--- config.mk ---
export PLATFORM = sky130hd
export DESIGN_NAME = xlat_cache
export DESIGN_NICKNAME = d
export VERILOG_FILES = /design/src/rtl/xc_pkg.sv /design/src/rtl/xc_tag_match.sv /design/src/rtl/xc_victim.sv /design/src/rtl/xlat_cache.sv
export SDC_FILE = /design/constraint.sdc
export NUM_CORES = 1
export LEC_CHECK = 0
export BUFFER_PORTS_ARGS = -buffer_cell sky130_fd_sc_hd__buf_2
export CORE_MARGIN = 2
export CORE_UTILIZATION = 40
export CTS_CLUSTER_DIAMETER = 200
export DETAILED_ROUTE_END_ITERATION = 7
export GPL_ROUTABILITY_DRIVEN = 0
export SETUP_SLACK_MARGIN = 0.3
export SYNTH_ARGS = -nofsm -noshare
export SYNTH_HDL_FRONTEND = slang
export SYNTH_SLANG_ARGS = --single-unit
export TNS_END_PERCENT = 10
--- constraint.sdc ---
create_clock -name clk -period 5.8 [get_ports clk]
set_clock_uncertainty 0.2 [all_clocks]
set_input_delay 0.58 -clock clk [delete_from_list [all_inputs] [get_ports clk]]
set_output_delay 0.58 -clock clk [all_outputs]
set_load 0.1 [all_outputs]
--- src/rtl/xc_pkg.sv ---
package xc_pkg;
  // Classification of a fill write, used by the update logic
  typedef enum logic [1:0] {
    FILL_NONE    = 2'd0,
    FILL_REFRESH = 2'd1,
    FILL_FREE    = 2'd2,
    FILL_EVICT   = 2'd3
  } fill_kind_e;
endpackage

--- src/rtl/xc_tag_match.sv ---
module xc_tag_match #(
  parameter int N = 8,
  parameter int W = 20
) (
  input  logic [N-1:0]        valid,
  input  logic [N-1:0][W-1:0] tags,
  input  logic [W-1:0]        key,
  output logic [N-1:0]        hit
);
  for (genvar i = 0; i < N; i++) begin : g_cmp
    assign hit[i] = valid[i] && (tags[i] == key);
  end
endmodule

--- src/rtl/xc_victim.sv ---
module xc_victim #(
  parameter int N     = 8,
  parameter int IDX_W = 3
) (
  input  logic [N-1:0]     valid,
  input  logic [IDX_W-1:0] rr_ptr,
  output logic [IDX_W-1:0] victim,
  output logic             full
);
  logic [IDX_W-1:0] free_idx;
  logic             any_free;

  always_comb begin
    free_idx = '0;
    any_free = 1'b0;
    for (int i = N - 1; i >= 0; i--) begin
      if (!valid[i]) begin
        free_idx = IDX_W'(i);
        any_free = 1'b1;
      end
    end
  end

  assign full   = !any_free;
  assign victim = any_free ? free_idx : rr_ptr;
endmodule

--- src/rtl/xlat_cache.sv ---
module xlat_cache
  import xc_pkg::*;
#(
  parameter int ENTRIES = 8,
  parameter int ADDR_W  = 32,
  parameter int VPN_W   = 20,
  parameter int PPN_W   = 20,
  parameter int PERM_W  = 2
) (
  input  logic              clk,
  input  logic              rst_n,
  input  logic              lk_valid,
  input  logic [VPN_W-1:0]  lk_vpn,
  output logic              rs_valid,
  output logic              rs_hit,
  output logic [PPN_W-1:0]  rs_ppn,
  output logic [PERM_W-1:0] rs_perm,
  output logic              wk_req,
  output logic [VPN_W-1:0]  wk_vpn,
  input  logic              fill_valid,
  input  logic              fill_ok,
  input  logic [VPN_W-1:0]  fill_vpn,
  input  logic [PPN_W-1:0]  fill_ppn,
  input  logic [PERM_W-1:0] fill_perm,
  input  logic              inv_valid,
  input  logic [ADDR_W-1:0] inv_addr,
  input  logic              inv_all,
  input  logic              pf_clear,
  output logic              fault_done
);
  localparam int IDX_W = (ENTRIES > 1) ? $clog2(ENTRIES) : 1;
  localparam logic [IDX_W-1:0] LAST_IDX = IDX_W'(ENTRIES - 1);

  // Entry storage
  logic [ENTRIES-1:0]             v_q, v_d, v_f;
  logic [ENTRIES-1:0][VPN_W-1:0]  tag_q, tag_d;
  logic [ENTRIES-1:0][PPN_W-1:0]  ppn_q, ppn_d;
  logic [ENTRIES-1:0][PERM_W-1:0] perm_q, perm_d;
  logic [IDX_W-1:0]               rr_q, rr_d;

  // Result registers
  logic              rs_valid_q, rs_hit_q, wk_req_q, fdone_q;
  logic [PPN_W-1:0]  rs_ppn_q, rs_ppn_d;
  logic [PERM_W-1:0] rs_perm_q, rs_perm_d;
  logic [VPN_W-1:0]  wk_vpn_q;

  logic [ENTRIES-1:0] lk_hit, fill_hit, inv_hit, fill_sel;
  logic [IDX_W-1:0]   victim;
  logic               full;
  logic               clr;
  logic [VPN_W-1:0]   inv_tag;
  fill_kind_e         fill_kind;

  assign clr     = inv_all || pf_clear;
  assign inv_tag = inv_addr[ADDR_W-1 -: VPN_W];

  xc_tag_match #(.N(ENTRIES), .W(VPN_W)) u_lk_match (
    .valid(v_q), .tags(tag_q), .key(lk_vpn), .hit(lk_hit)
  );

  xc_tag_match #(.N(ENTRIES), .W(VPN_W)) u_fill_match (
    .valid(v_q), .tags(tag_q), .key(fill_vpn), .hit(fill_hit)
  );

  // Invalidate compares against post-fill contents so a same-cycle fill loses
  xc_tag_match #(.N(ENTRIES), .W(VPN_W)) u_inv_match (
    .valid(v_f), .tags(tag_d), .key(inv_tag), .hit(inv_hit)
  );

  xc_victim #(.N(ENTRIES), .IDX_W(IDX_W)) u_victim (
    .valid(v_q), .rr_ptr(rr_q), .victim(victim), .full(full)
  );

  // Fill stage: choose the target entry and write it
  always_comb begin
    fill_kind = FILL_NONE;
    fill_sel  = '0;
    rr_d      = rr_q;
    v_f       = v_q;
    tag_d     = tag_q;
    ppn_d     = ppn_q;
    perm_d    = perm_q;
    if (fill_valid && fill_ok && !clr) begin
      if (|fill_hit) begin
        fill_kind = FILL_REFRESH;
        fill_sel  = fill_hit;
      end else begin
        fill_kind = full ? FILL_EVICT : FILL_FREE;
        fill_sel  = ENTRIES'(1) << victim;
      end
    end
    if (fill_kind == FILL_EVICT) begin
      rr_d = (rr_q == LAST_IDX) ? '0 : rr_q + 1'b1;
    end
    for (int i = 0; i < ENTRIES; i++) begin
      if (fill_sel[i]) begin
        v_f[i]    = 1'b1;
        tag_d[i]  = fill_vpn;
        ppn_d[i]  = fill_ppn;
        perm_d[i] = fill_perm;
      end
    end
  end

  // Invalidate stage: clears override everything, line invalidate overrides fill
  always_comb begin
    if (clr) begin
      v_d = '0;
    end else if (inv_valid) begin
      v_d = v_f & ~inv_hit;
    end else begin
      v_d = v_f;
    end
  end

  // Lookup read mux
  always_comb begin
    rs_ppn_d  = '0;
    rs_perm_d = '0;
    for (int i = 0; i < ENTRIES; i++) begin
      if (lk_hit[i]) begin
        rs_ppn_d  = rs_ppn_d | ppn_q[i];
        rs_perm_d = rs_perm_d | perm_q[i];
      end
    end
  end

  always_ff @(posedge clk or negedge rst_n) begin
    if (!rst_n) begin
      v_q  <= '0;
      rr_q <= '0;
    end else begin
      v_q  <= v_d;
      rr_q <= rr_d;
    end
  end

  // Payload needs no reset: it is qualified by v_q
  always_ff @(posedge clk) begin
    tag_q  <= tag_d;
    ppn_q  <= ppn_d;
    perm_q <= perm_d;
  end

  always_ff @(posedge clk or negedge rst_n) begin
    if (!rst_n) begin
      rs_valid_q <= 1'b0;
      rs_hit_q   <= 1'b0;
      wk_req_q   <= 1'b0;
      fdone_q    <= 1'b0;
    end else begin
      rs_valid_q <= lk_valid;
      rs_hit_q   <= lk_valid && (|lk_hit);
      wk_req_q   <= lk_valid && !(|lk_hit);
      fdone_q    <= pf_clear;
    end
  end

  always_ff @(posedge clk) begin
    if (lk_valid) begin
      rs_ppn_q  <= rs_ppn_d;
      rs_perm_q <= rs_perm_d;
      wk_vpn_q  <= lk_vpn;
    end
  end

  assign rs_valid   = rs_valid_q;
  assign rs_hit     = rs_hit_q;
  assign rs_ppn     = rs_ppn_q;
  assign rs_perm    = rs_perm_q;
  assign wk_req     = wk_req_q;
  assign wk_vpn     = wk_vpn_q;
  assign fault_done = fdone_q;

  // ---------------- assertions ----------------
  logic             inv_chk_q;
  logic [VPN_W-1:0] inv_tag_q;
  logic             inv_left;

  always_ff @(posedge clk or negedge rst_n) begin
    if (!rst_n) begin
      inv_chk_q <= 1'b0;
      inv_tag_q <= '0;
    end else begin
      inv_chk_q <= inv_valid;
      inv_tag_q <= inv_tag;
    end
  end

  always_comb begin
    inv_left = 1'b0;
    for (int i = 0; i < ENTRIES; i++) begin
      if (v_q[i] && tag_q[i] == inv_tag_q) inv_left = 1'b1;
    end
  end

  a_r2_one_result_per_lookup: assert property (@(posedge clk) disable iff (!rst_n)
    lk_valid |=> rs_valid);
  a_r2_no_spurious_result: assert property (@(posedge clk) disable iff (!rst_n)
    !lk_valid |=> !rs_valid);
  a_r3_walk_only_on_miss: assert property (@(posedge clk) disable iff (!rst_n)
    wk_req |-> (rs_valid && !rs_hit));
  a_r3_miss_requests_walk: assert property (@(posedge clk) disable iff (!rst_n)
    (rs_valid && !rs_hit) |-> wk_req);
  a_r6_unique_tags: assert property (@(posedge clk) disable iff (!rst_n)
    $onehot0(lk_hit));
  a_r7_line_removed: assert property (@(posedge clk) disable iff (!rst_n)
    inv_chk_q |-> !inv_left);
  a_r9_clear_all: assert property (@(posedge clk) disable iff (!rst_n)
    inv_all |=> (v_q == '0));
  a_r10_done_after_empty: assert property (@(posedge clk) disable iff (!rst_n)
    fault_done |-> (v_q == '0));
  a_r10_done_follows_clear: assert property (@(posedge clk) disable iff (!rst_n)
    pf_clear |=> fault_done);
endmodule

# Word-level counts from Yosys, hierarchy flattened
# Index checks and enable logic that the tools add are counted.
[word_totals]
register_bits = 393
inputBits = 102
output_inout_bits = 46
word_cells = 167
[op_classes]
n_addsub = 1
n_eq_ne = 26
n_shift = 1
n_mux = 57
bitwise = 16
reduce_logical = 33
[op_table]
columns = ["operator", "n"]
rows = [
  ["$eq A20 B20 Y1", 24],
  ["$mux W20", 16],
  ["$or A20 B20 Y20", 7],
  ["$mux W8", 4],
  ["$mux W3", 10],
  ["$logic_and A1 B1 Y1", 28],
  ["$mux W2", 10],
  ["$mux W1", 17],
  ["$reduce_or A8 Y1", 2],
  ["$or A2 B2 Y2", 7],
  ["$and A8 B8 Y8", 1],
  ["$not A8 Y8", 1],
  ["$shl A1 B3 Y8 const A", 1],
  ["$add A3 B1 Y3 const B", 1],
  ["$eq A3 B3 Y1 const B", 1],
  ["$eq A2 B2 Y1 const B", 1],
  ["$logic_not A1 Y1", 2],
  ["$logic_or A1 B1 Y1", 1],
]

# Depth between registers and ports, before layout
# Gate-level depths: netlist of the first run.
[depth]
word_depth = 19
ltp_mapped = 15

# Cells and area by module
# Synthesis of the first run repeated with hierarchy kept, for this count alone.
[unflattened]
hier_cells = 1487
hier_area_um2 = 19391.1
[by_module_without_submodules]
columns = ["mod", "instances", "cells_each", "area_per_inst_um2", "seq_area_each_um2"]
rows = [
  ["xlat_cache", 1, 764, 13401.6, 10124.7],
  ["xc_tag_match", 3, 236, 1966.9, 0.0],
  ["xc_victim", 1, 15, 88.8, 0.0],
]

# Least setup slack after synthesis of the first run
# OpenSTA, ideal clock, no wires.
[synth_path]
path_kind = "input-to-reg"
from = "input fill_vpn[19]"
to = "register v_q[4]"
arrival_ps = 3968
required_ps = 5469
setup_slack_ps = 1500
cell_stages = 13
cell_sequence = "buf_4 buf_6 xnor2_1 nand4_1 nor4_1 nand4_1 and4_1 buf_6 nand2_1 o31ai_1 mux2i_1 and4_1 a21oi_1"
[synth_via]
elab_chain_cells = 12
elab_cells_between_ends = 27
[synth_rtl]
columns = ["element", "line", "text"]
rows = [
  ["start, declared", "xlat_cache.sv:22", "input logic [VPN_W-1:0] fill_vpn,"],
  ["$eq A20 B20 Y1", "xc_tag_match.sv:11", "assign hit[i] = valid[i] && (tags[i] == key);"],
  ["$logic_and A1 B1 Y1", "xc_tag_match.sv:11", ""],
  ["$reduce_or A8 Y1", "xlat_cache.sv:84", "if (|fill_hit) begin"],
  ["$mux W8 *", "xlat_cache.sv:84", ""],
  ["$mux W8 *", "xlat_cache.sv:83", "if (fill_valid && fill_ok && !clr) begin"],
  ["named net fill_sel[4]", "xlat_cache.sv:47", "logic [ENTRIES-1:0] lk_hit, fill_hit, inv_hit, fill_sel;"],
  ["$mux W20", "xlat_cache.sv:96", "if (fill_sel[i]) begin"],
  ["$eq A20 B20 Y1", "xc_tag_match.sv:11", ""],
  ["$logic_and A1 B1 Y1", "xc_tag_match.sv:11", ""],
  ["$not A8 Y8", "xlat_cache.sv:110", "v_d = v_f & ~inv_hit;"],
  ["$and A8 B8 Y8", "xlat_cache.sv:110", ""],
  ["$mux W8 *", "xlat_cache.sv:109", "end else if (inv_valid) begin"],
  ["$mux W8 *", "xlat_cache.sv:107", "if (clr) begin"],
  ["named net v_d[4]", "xlat_cache.sv:35", "logic [ENTRIES-1:0] v_q, v_d, v_f;"],
  ["end signal, assigned", "xlat_cache.sv:133", "v_q <= v_d;"],
  ["end, declared", "xlat_cache.sv:35", ""],
]
# The timed path passes the listed nets; every way through them passes the cells marked *.
# A chain may end at the register's enable or synchronous reset.

==> impl_results.md, run 1 <==
- RSZ-0062 raised after global routing: false
- Routed vias: 15.5k
- CTS tree: built
- Layout cells sized above 1: 22.0%
- F_max: ~0.22 GHz
- Final WS setup: 1.34 ns
- Overflow after GRT: 0
- CTS Buf Count: 44
- Pleak: about 8.4 nW
- Count of different cell masters after synthesis: 77
- Syn Nets: around 1.9k
- P per Cell Area: 292 nW/um^2
- R2R Path Start: tag_q[17]
- Num rows: approximately 80
- Slew HR: about 24%
- Iter 0 DRT Violations: 2096
- Number of global-route vias before repair: 15.1k
- Die width: 229 um
- Synthesis Warnings: 0
- Sequential element share of the synthesized area: between 50% and 60%
- Max Cap Viol: 0
- Total Routing Usage GR: 27.4%
- Post-Syn Area: 20200 um^2
- Fillers: 4698
- HPWL Detailed: 47200 um
- Synth Instances: 1750
- Outcome: finished clean
- Global-route wire length before repair: approximately 100000 um
- Drt wl/cell: 28.7 um
- CTS max path bufs: 3
- Die area: 52400 um^2
- Initial Util: slightly above 40%
- Final hold vios: 0
- CP cell instances: dlygate4sd3_1, buf_2, nor2_2, and3_1, nand3_2, or3_1, o21ai_4, mux2_2, o2bb2ai_1, nor4_1, a21oi_1
- Post-Route WL: between 70000 and 80000 um
- Final Critical Period: 4.46 ns
- Num Clock Sinks: 393
- Setup Crit Path Kind: in2reg
- EDFF count, synth: approximately 220
- # Post-CTS Setup Buffers: 0
- Clock Tree Root: clkbuf_16
- Synth Flop Type: edfxtp_1
- Hold Slack: roughly 0.052 ns
- Area Growth Syn to Fin: 13.9%
- Min-delay src: fill_ppn[7]
- Core Area: 50100 um^2
- Seq cells post-synth: 393
- Hold crit path type: in2reg
- Die Height: roughly 230 um
- FF-to-FF setup slack: 1.67 ns
- FF-to-FF End: v_q[1]
- H-tree depth: 2
- DRC viols: 0
- Slowest cell delay on critical path: 0.79 ns
- Final max-slew violation count: 0
- Post-CTS Resized: 0
- Register Area: 10100 um^2
- Critical Path AT: 4.72 ns
- Critical Path Start Type: input port
- Footprint of the multi-input gates: ~9500 um^2
- Critical Path RT: 6.06 ns
- Setup TNS: 0 ns
- Nets: 1958
- Worst-margin pin slew: 1.13 ns
- DRT Pass-1 Iters: 5
- Worst slack, placed: 0.984 ns
- CTS clock-pin slew for the worst setup and hold paths: 0.07 ns
- Post-detailed-route count of antenna-violating nets: 0
- Top Ports: 148
- Mean post-synth cell area: roughly 12 um^2
- Cts hold-fix bufs: 2
- # setup viols final: 0
- Fraction of registers with async set/reset: under 10%
- Critical path's slowest cell: o21ai_4
- Final core occ: 46.1%
- Crit end category: flip-flop
- Worst-Skew Late Latency: 0.62 ns
- Tcrit/Tclk final: 76.9%
- Port bufs: 135
- Design Area, Final: 23100 um^2
- IR drop worst, VDD: 232 uV
- Largest net degree at the start of global routing: 46
- Antenna violations before repair: 0
- Number of cells on the worst reg-to-reg path: 11
- Max FO, Critical Path: 26
- Via density: between 6 and 7
- Area after DPL: about 22000 um^2
- Hold depth: 1
- Min-Delay Endpoint: ppn_q[7]
## layer usage
metal  vias up  routed length (um)  global-route usage [%]
met2      1010               31900                    42.0
met1      7550               29200                    35.8
met3       288                7040                    5.24
met5         -                   0                       0
li1       6675                   -                       -
met4         0                5420                    17.0
## state kept, by name (all words and copies together) (netlist names)
register / flops
wk_vpn: 20
rs_perm: 2
perm_q: 16
fault_done: 1
wk_req: 1
rs_valid: 1
rr_q: 3
rs_hit: 1
v_q: 8
tag_q: 160
ppn_q: 160
rs_ppn: 20
## worst max-delay path, delay by kind of cell
| kind | cells | cell delay [ns] |
|---|---|---|
| AOI/OAI and AO/OA | 3 | 1.05 |
| buffers and inverters | 2 | 0.66 |
| muxes | 1 | 0.43 |
| and+or+nand+nor | 5 | 1.98 |
## power breakdown
part           internal [W]  switching [W]  leakage (nW)
logic              0.000235       0.000550          4.13
clock network       0.00170        0.00118         0.728
registers           0.00300      0.0000651          3.51
## stage by stage
stage | std cells | total power (W)
CTS | 2562 | 0.00675
global placement | 2478 | 0.00387
finish | 2563 | 0.00673
floorplan | 1750 | 0.00362
detailed placement | 2478 | 0.00388
global route | 2562 | 0.00691
## synthesized netlist by cell type (4+ instances only)
cell type | count | area share, %
nor2b_1 | 6 | 0.19
clkbuf_1 | 72 | 1.3
nor3b_1 | 5 | 0.19
clkinv_1 | 5 | 0.093
nand2b_1 | 11 | 0.34
mux2i_1 | 5 | 0.25
buf_2 | 10 | 0.25
inv_1 | 32 | 0.59
and3_1 | 6 | 0.19
nand4_1 | 85 | 2.6
buf_4 | 17 | 0.63
a221oi_1 | 28 | 1.2
o2bb2ai_1 | 12 | 0.52
or2_2 | 5 | 0.15
a21oi_1 | 12 | 0.30
nor4_1 | 67 | 2.1
a22oi_1 | 48 | 1.8
a22o_1 | 27 | 1.2
o21ai_0 | 38 | 0.94
xor2_1 | 172 | 7.4
nor3_1 | 12 | 0.30
and4_1 | 7 | 0.30
and2_1 | 7 | 0.22
mux2_2 | 137 | 7.6
or4_1 | 4 | 0.15
xnor2_1 | 245 | 11
edfxtp_1 | 218 | 32
dfxtp_1 | 160 | 16
o22ai_1 | 15 | 0.46
nor2_1 | 31 | 0.57
nand2_1 | 87 | 1.6
dfrtp_1 | 15 | 1.9
buf_6 | 12 | 0.67
a211oi_1 | 4 | 0.15
nand3_1 | 62 | 1.5
## worst max-delay path by stage
stage / startpoint / end / cells past startpoint
6_report: pf_clear / v_q[1] / 11
5_1_grt: pf_clear / v_q[1] / 11
4_1_cts: pf_clear / v_q[1] / 11
3_5_place_dp: fill_vpn[18] / v_q[1] / 12
3_3_place_gp: fill_vpn[18] / v_q[1] / 12
2_1_floorplan: fill_vpn[19] / v_q[4] / 13
## cell usage in the layout, fill, tap and decap left out, types with 4 or more instances in the layout
cell type / synthesis / layout
and4_1: 7 / 7
nand2b_1: 11 / 11
buf_4: 17 / 35
dfrtp_1: 15 / 15
nor3_1: 12 / 12
dfxtp_1: 160 / 160
mux2_2: 137 / 137
a221oi_1: 28 / 28
nand4_1: 85 / 85
or2_2: 5 / 5
nand2_1: 87 / 87
nor4_2: 0 / 8
o2bb2ai_1: 12 / 12
a21oi_1: 12 / 12
or4_1: 4 / 4
and2_1: 7 / 7
nor3b_1: 5 / 5
nor4_1: 67 / 59
clkinv_2: 0 / 6
clkbuf_1: 72 / 14
mux2i_1: 5 / 5
xnor2_1: 245 / 245
o21ai_0: 38 / 37
a22o_1: 27 / 27
xor2_1: 172 / 172
and3_1: 6 / 6
a211oi_1: 4 / 4
clkbuf_16: 0 / 44
bufinv_16: 0 / 4
edfxtp_1: 218 / 218
o22ai_1: 15 / 14
buf_2: 10 / 135
inv_1: 32 / 32
a22oi_1: 48 / 48
nor2b_1: 6 / 6
clkbuf_8: 0 / 8
clkinv_1: 5 / 7
nand3_1: 62 / 62
nor2_1: 31 / 31
## cells by family after synthesis
family	Yosys count	synth area share (%)
buffers and inverters	152	3.64
AO/OA/AOI/OAI	224	8.54
XOR/XNOR	417	18.0
AND/OR/NAND/NOR	416	11.5
multiplexers	146	8.13
adder cells (fa/ha/maj)	2	0.124
flip-flops	393	50.0
## final cells by class
type / instances / area share (%)
inverter: 38 / 0.619
multi-input combinational: 1205 / 41.2
clock inverter: 16 / 1.00
tap: 672 / 3.65
antenna: 1 / 0.0109
clock buffer: 66 / 5.48
timing repair buffer: 172 / 4.16
sequential: 393 / 43.9
Note: power is estimated with default switching activity, not from simulation.
==> run 2: changes to the inputs <==
==> constraint.sdc (replaced) <==
create_clock -name clk -period 3.8 [get_ports clk]
set_clock_uncertainty 0.2 [all_clocks]
set_input_delay 0.38 -clock clk [delete_from_list [all_inputs] [get_ports clk]]
set_output_delay 0.38 -clock clk [all_outputs]
set_load 0.1 [all_outputs]
==> run 2 against run 1 <==
Effect of this change: die area is the same; clock-buffer cell count fell by 2; combinational power up 69%; non-clock buffer count increased by 153; global-route usage rose by 1.1 points; sequential share of layout area decreased by 2.8 points; first-iteration DRC count is 2.0% higher.
==> impl_results.md, run 2 (synthesis gave the netlist of run 1 again) <==
- Outcome: finished clean (unchanged)
- Port bufs: 135 (unchanged)
- Die width: 229 um (unchanged)
- Number of cells on the worst reg-to-reg path: 12 (was 11)
- Antenna violations before repair: 0 (unchanged)
- HPWL Detailed: 52700 um (was 47200 um)
- Most frequent cells in the layout: xnor2_1 (234), edfxtp_1 (218), xor2_1 (172), dfxtp_1 (142), buf_4 (141) (was xnor2_1 (245), edfxtp_1 (218), xor2_1 (172), dfxtp_1 (160), mux2_2 (137))
- Area after DPL: 22700 um^2 (was 21500 um^2)
- Post-detailed-route count of antenna-violating nets: 0 (unchanged)
- CTS Buf Count: 44 (unchanged)
- Final max-slew violation count: 0 (unchanged)
- Psw: 0.00279 W (was 0.00180 W)
- Overflow after GRT: 0 (unchanged)
- DRT Pass-1 Iters: 6 (was 5)
- Min-Delay Endpoint: tag_q[67] (was ppn_q[7])
- Sw frac: 26.7% (about the same)
- Core Area: 50100 um^2 (unchanged)
- Hold crit path type: in2reg (unchanged)
- Clock Tree Root: clkbuf_16 (unchanged)
- IR drop worst, VDD: 289 uV (was 232 uV)
- Hold depth: 2 (was 1)
- Initial Util: 40.4% (unchanged)
- Num Clock Sinks: 393 (unchanged)
- Area Growth Syn to Fin: 22.0% (was 13.9%)
- Setup Crit Path Kind: reg2reg (was in2reg)
- Worst slack, placed: -0.0912 ns (was 0.984 ns)
- Worst-Skew Late Latency: 0.59 ns (was 0.62 ns)
- Critical Path Start Type: flip-flop (was input port)
- Crit end category: flip-flop (unchanged)
- H-tree depth: 2 (unchanged)
- Placed cell count: 2604 (was 2478)
- Max FO, Critical Path: 6 (was 26)
- Iter 0 DRT Violations: 2138 (was 2096)
- Design Area, Final: 24700 um^2 (was 23100 um^2)
- Via density: 5.99 (was 6.06)
- Clock power frac: 42.4% (was 42.8%)
- Routed vias: 16.3k (was 15.5k)
- CTS clock-pin slew for the worst setup and hold paths: 0.06 ns (was 0.07 ns)
- RSZ-0062 raised after global routing: true (was false)
- Nets: 2112 (was 1958)
- CTS tree: built (unchanged)
- Antenna diodes: 0 (was 1)
- Final Critical Period: 3.48 ns
- Drt wl/cell: 28.1 um (was 28.7 um)
- P per Cell Area: 422 nW/um^2 (was 292 nW/um^2)
- FF-to-FF End: v_q[6] (was v_q[1])
- Die Height: 229 um (unchanged)
- # setup viols final: 0 (unchanged)
- Pwr Total: 0.0104 W (was 0.00673 W)
- Max Cap Viol: 0 (unchanged)
- R2R Path Start: tag_q[93] (was tag_q[17])
- Critical Path AT: 3.73 ns (was 4.72 ns)
- Post-Route WL: 76400 um (was 73600 um)
- Share of power burned in registers: 44.9% (was 45.5%)
- Tcrit/Tclk final: 91.5%
- DRC viols: 0 (unchanged)
- Final WS setup: 0.323 ns (was 1.34 ns)
- Final hold vios: 0 (unchanged)
- Num rows: 82 (unchanged)
- Die area: 52400 um^2 (unchanged)
- Largest regs: ppn_q (160), tag_q (160) (unchanged)
- Most common cell after layout, fill and taps aside: xnor2_1 (unchanged)
- FF-to-FF setup slack: 0.32 ns (was 1.67 ns)
- Combinational fraction of design power: 12.7% (was 11.7%)
- Pleak: 9.23 nW (was 8.36 nW)
- Pint: 0.00763 W (was 0.00493 W)
- Number of global-route vias before repair: 15.8k (was 15.1k)
- Worst-margin pin slew: 1.06 ns (was 1.13 ns)
- Cell Count, Final, Fillers Out: 2715 (was 2563)
- Total Routing Usage GR: 28.5% (was 27.4%)
- CTS max path bufs: 3 (unchanged)
- Layout cells sized above 1: 28.0% (was 22.0%)
- Global-route wire length before repair: 109000 um (was 105000 um)
- Min-delay src: fill_vpn[7] (was fill_ppn[7])
- Slew HR: 29.0% (was 24.3%)
- Largest net degree at the start of global routing: 46 (unchanged)
- Critical Path RT: 4.05 ns (was 6.06 ns)
- F_max: 0.288 GHz
- Top Ports: 148 (unchanged)
==> run 2: how the worst max path moves through the flow <==
stage | cells past startpoint | slack, ns | endpoint | start
final | 12 | 0.32 | v_q[6] | tag_q[93]
after global routing | 13 | 0.27 | v_q[6] | tag_q[100]
after global placement | 14 | -0.12 | v_q[6] | fill_vpn[3]
after detailed placement | 14 | -0.09 | v_q[3] | fill_vpn[3]
after CTS | 13 | 0.32 | v_q[6] | tag_q[79]
after floorplan | 9 | -0.008 | v_q[5] | fill_vpn[10]
==> run 2: area by class of cell <==
class                   instances  area, um^2
inverters                      38         143
flip-flops and latches        393       10100
well taps                     672         841
fillers                      4488       25400
clock inverters                17         269
clock buffers                  64        1230
multi-input cells            1206        9630
repair buffers                325        2430
==> run 2: critical path, cell delays in order, from the launching register on <==
cell and delay (ns):
dfxtp_1 0.34, xnor2_1 0.26, nand4_1 0.15, nor4_2 0.28
nand4_1 0.29, and4_4 0.32, and2_4 0.17, a32oi_4 0.26
buf_4 0.20, mux2_2 0.35, a22o_1 0.25, a211oi_1 0.17
a21oi_1 0.10
==> run 2: repair_timing <==
item / in CTS / in global routing
hold buffers: 28 / 0
resized for setup: 0 / 37
buffers inserted: 0 / 1
hold endpoints to repair: 196 / 0
endpoints found under the setup margin: 0 / 7
==> run 2: power groups by stage <==
stage               clock [W]  combinational, W  sequential, W
floorplan                   0          0.000589        0.00494
global route          0.00466           0.00137        0.00468
finish                0.00442           0.00133        0.00467
detailed placement          0           0.00126        0.00476
CTS                   0.00450           0.00129        0.00467
global placement            0           0.00125        0.00476
==> run 2: layer usage <==
metal	track usage, %	vias up	part of all wire [%]
met5	0	-	0
met2	44.1	1000	44
met4	15.4	0	6.1
met3	6.29	259	11
li1	-	6964	-
met1	37.3	8047	39
==> run 2: through the flow <==
| stage | hold WS (ns) | util (%) | TNS (ns) |
|---|---|---|---|
| 2_1_floorplan | -0.116 | - | -0.00757 |
| 3_3_place_gp | 0.250 | 45.4 | -0.210 |
| 3_5_place_dp | 0.250 | 45.4 | -0.160 |
| 4_1_cts | 0.0157 | 49.0 | 0 |
| 5_1_grt | 0.0249 | 49.3 | 0 |
| 6_report | 0.0527 | 49.3 | 0 |
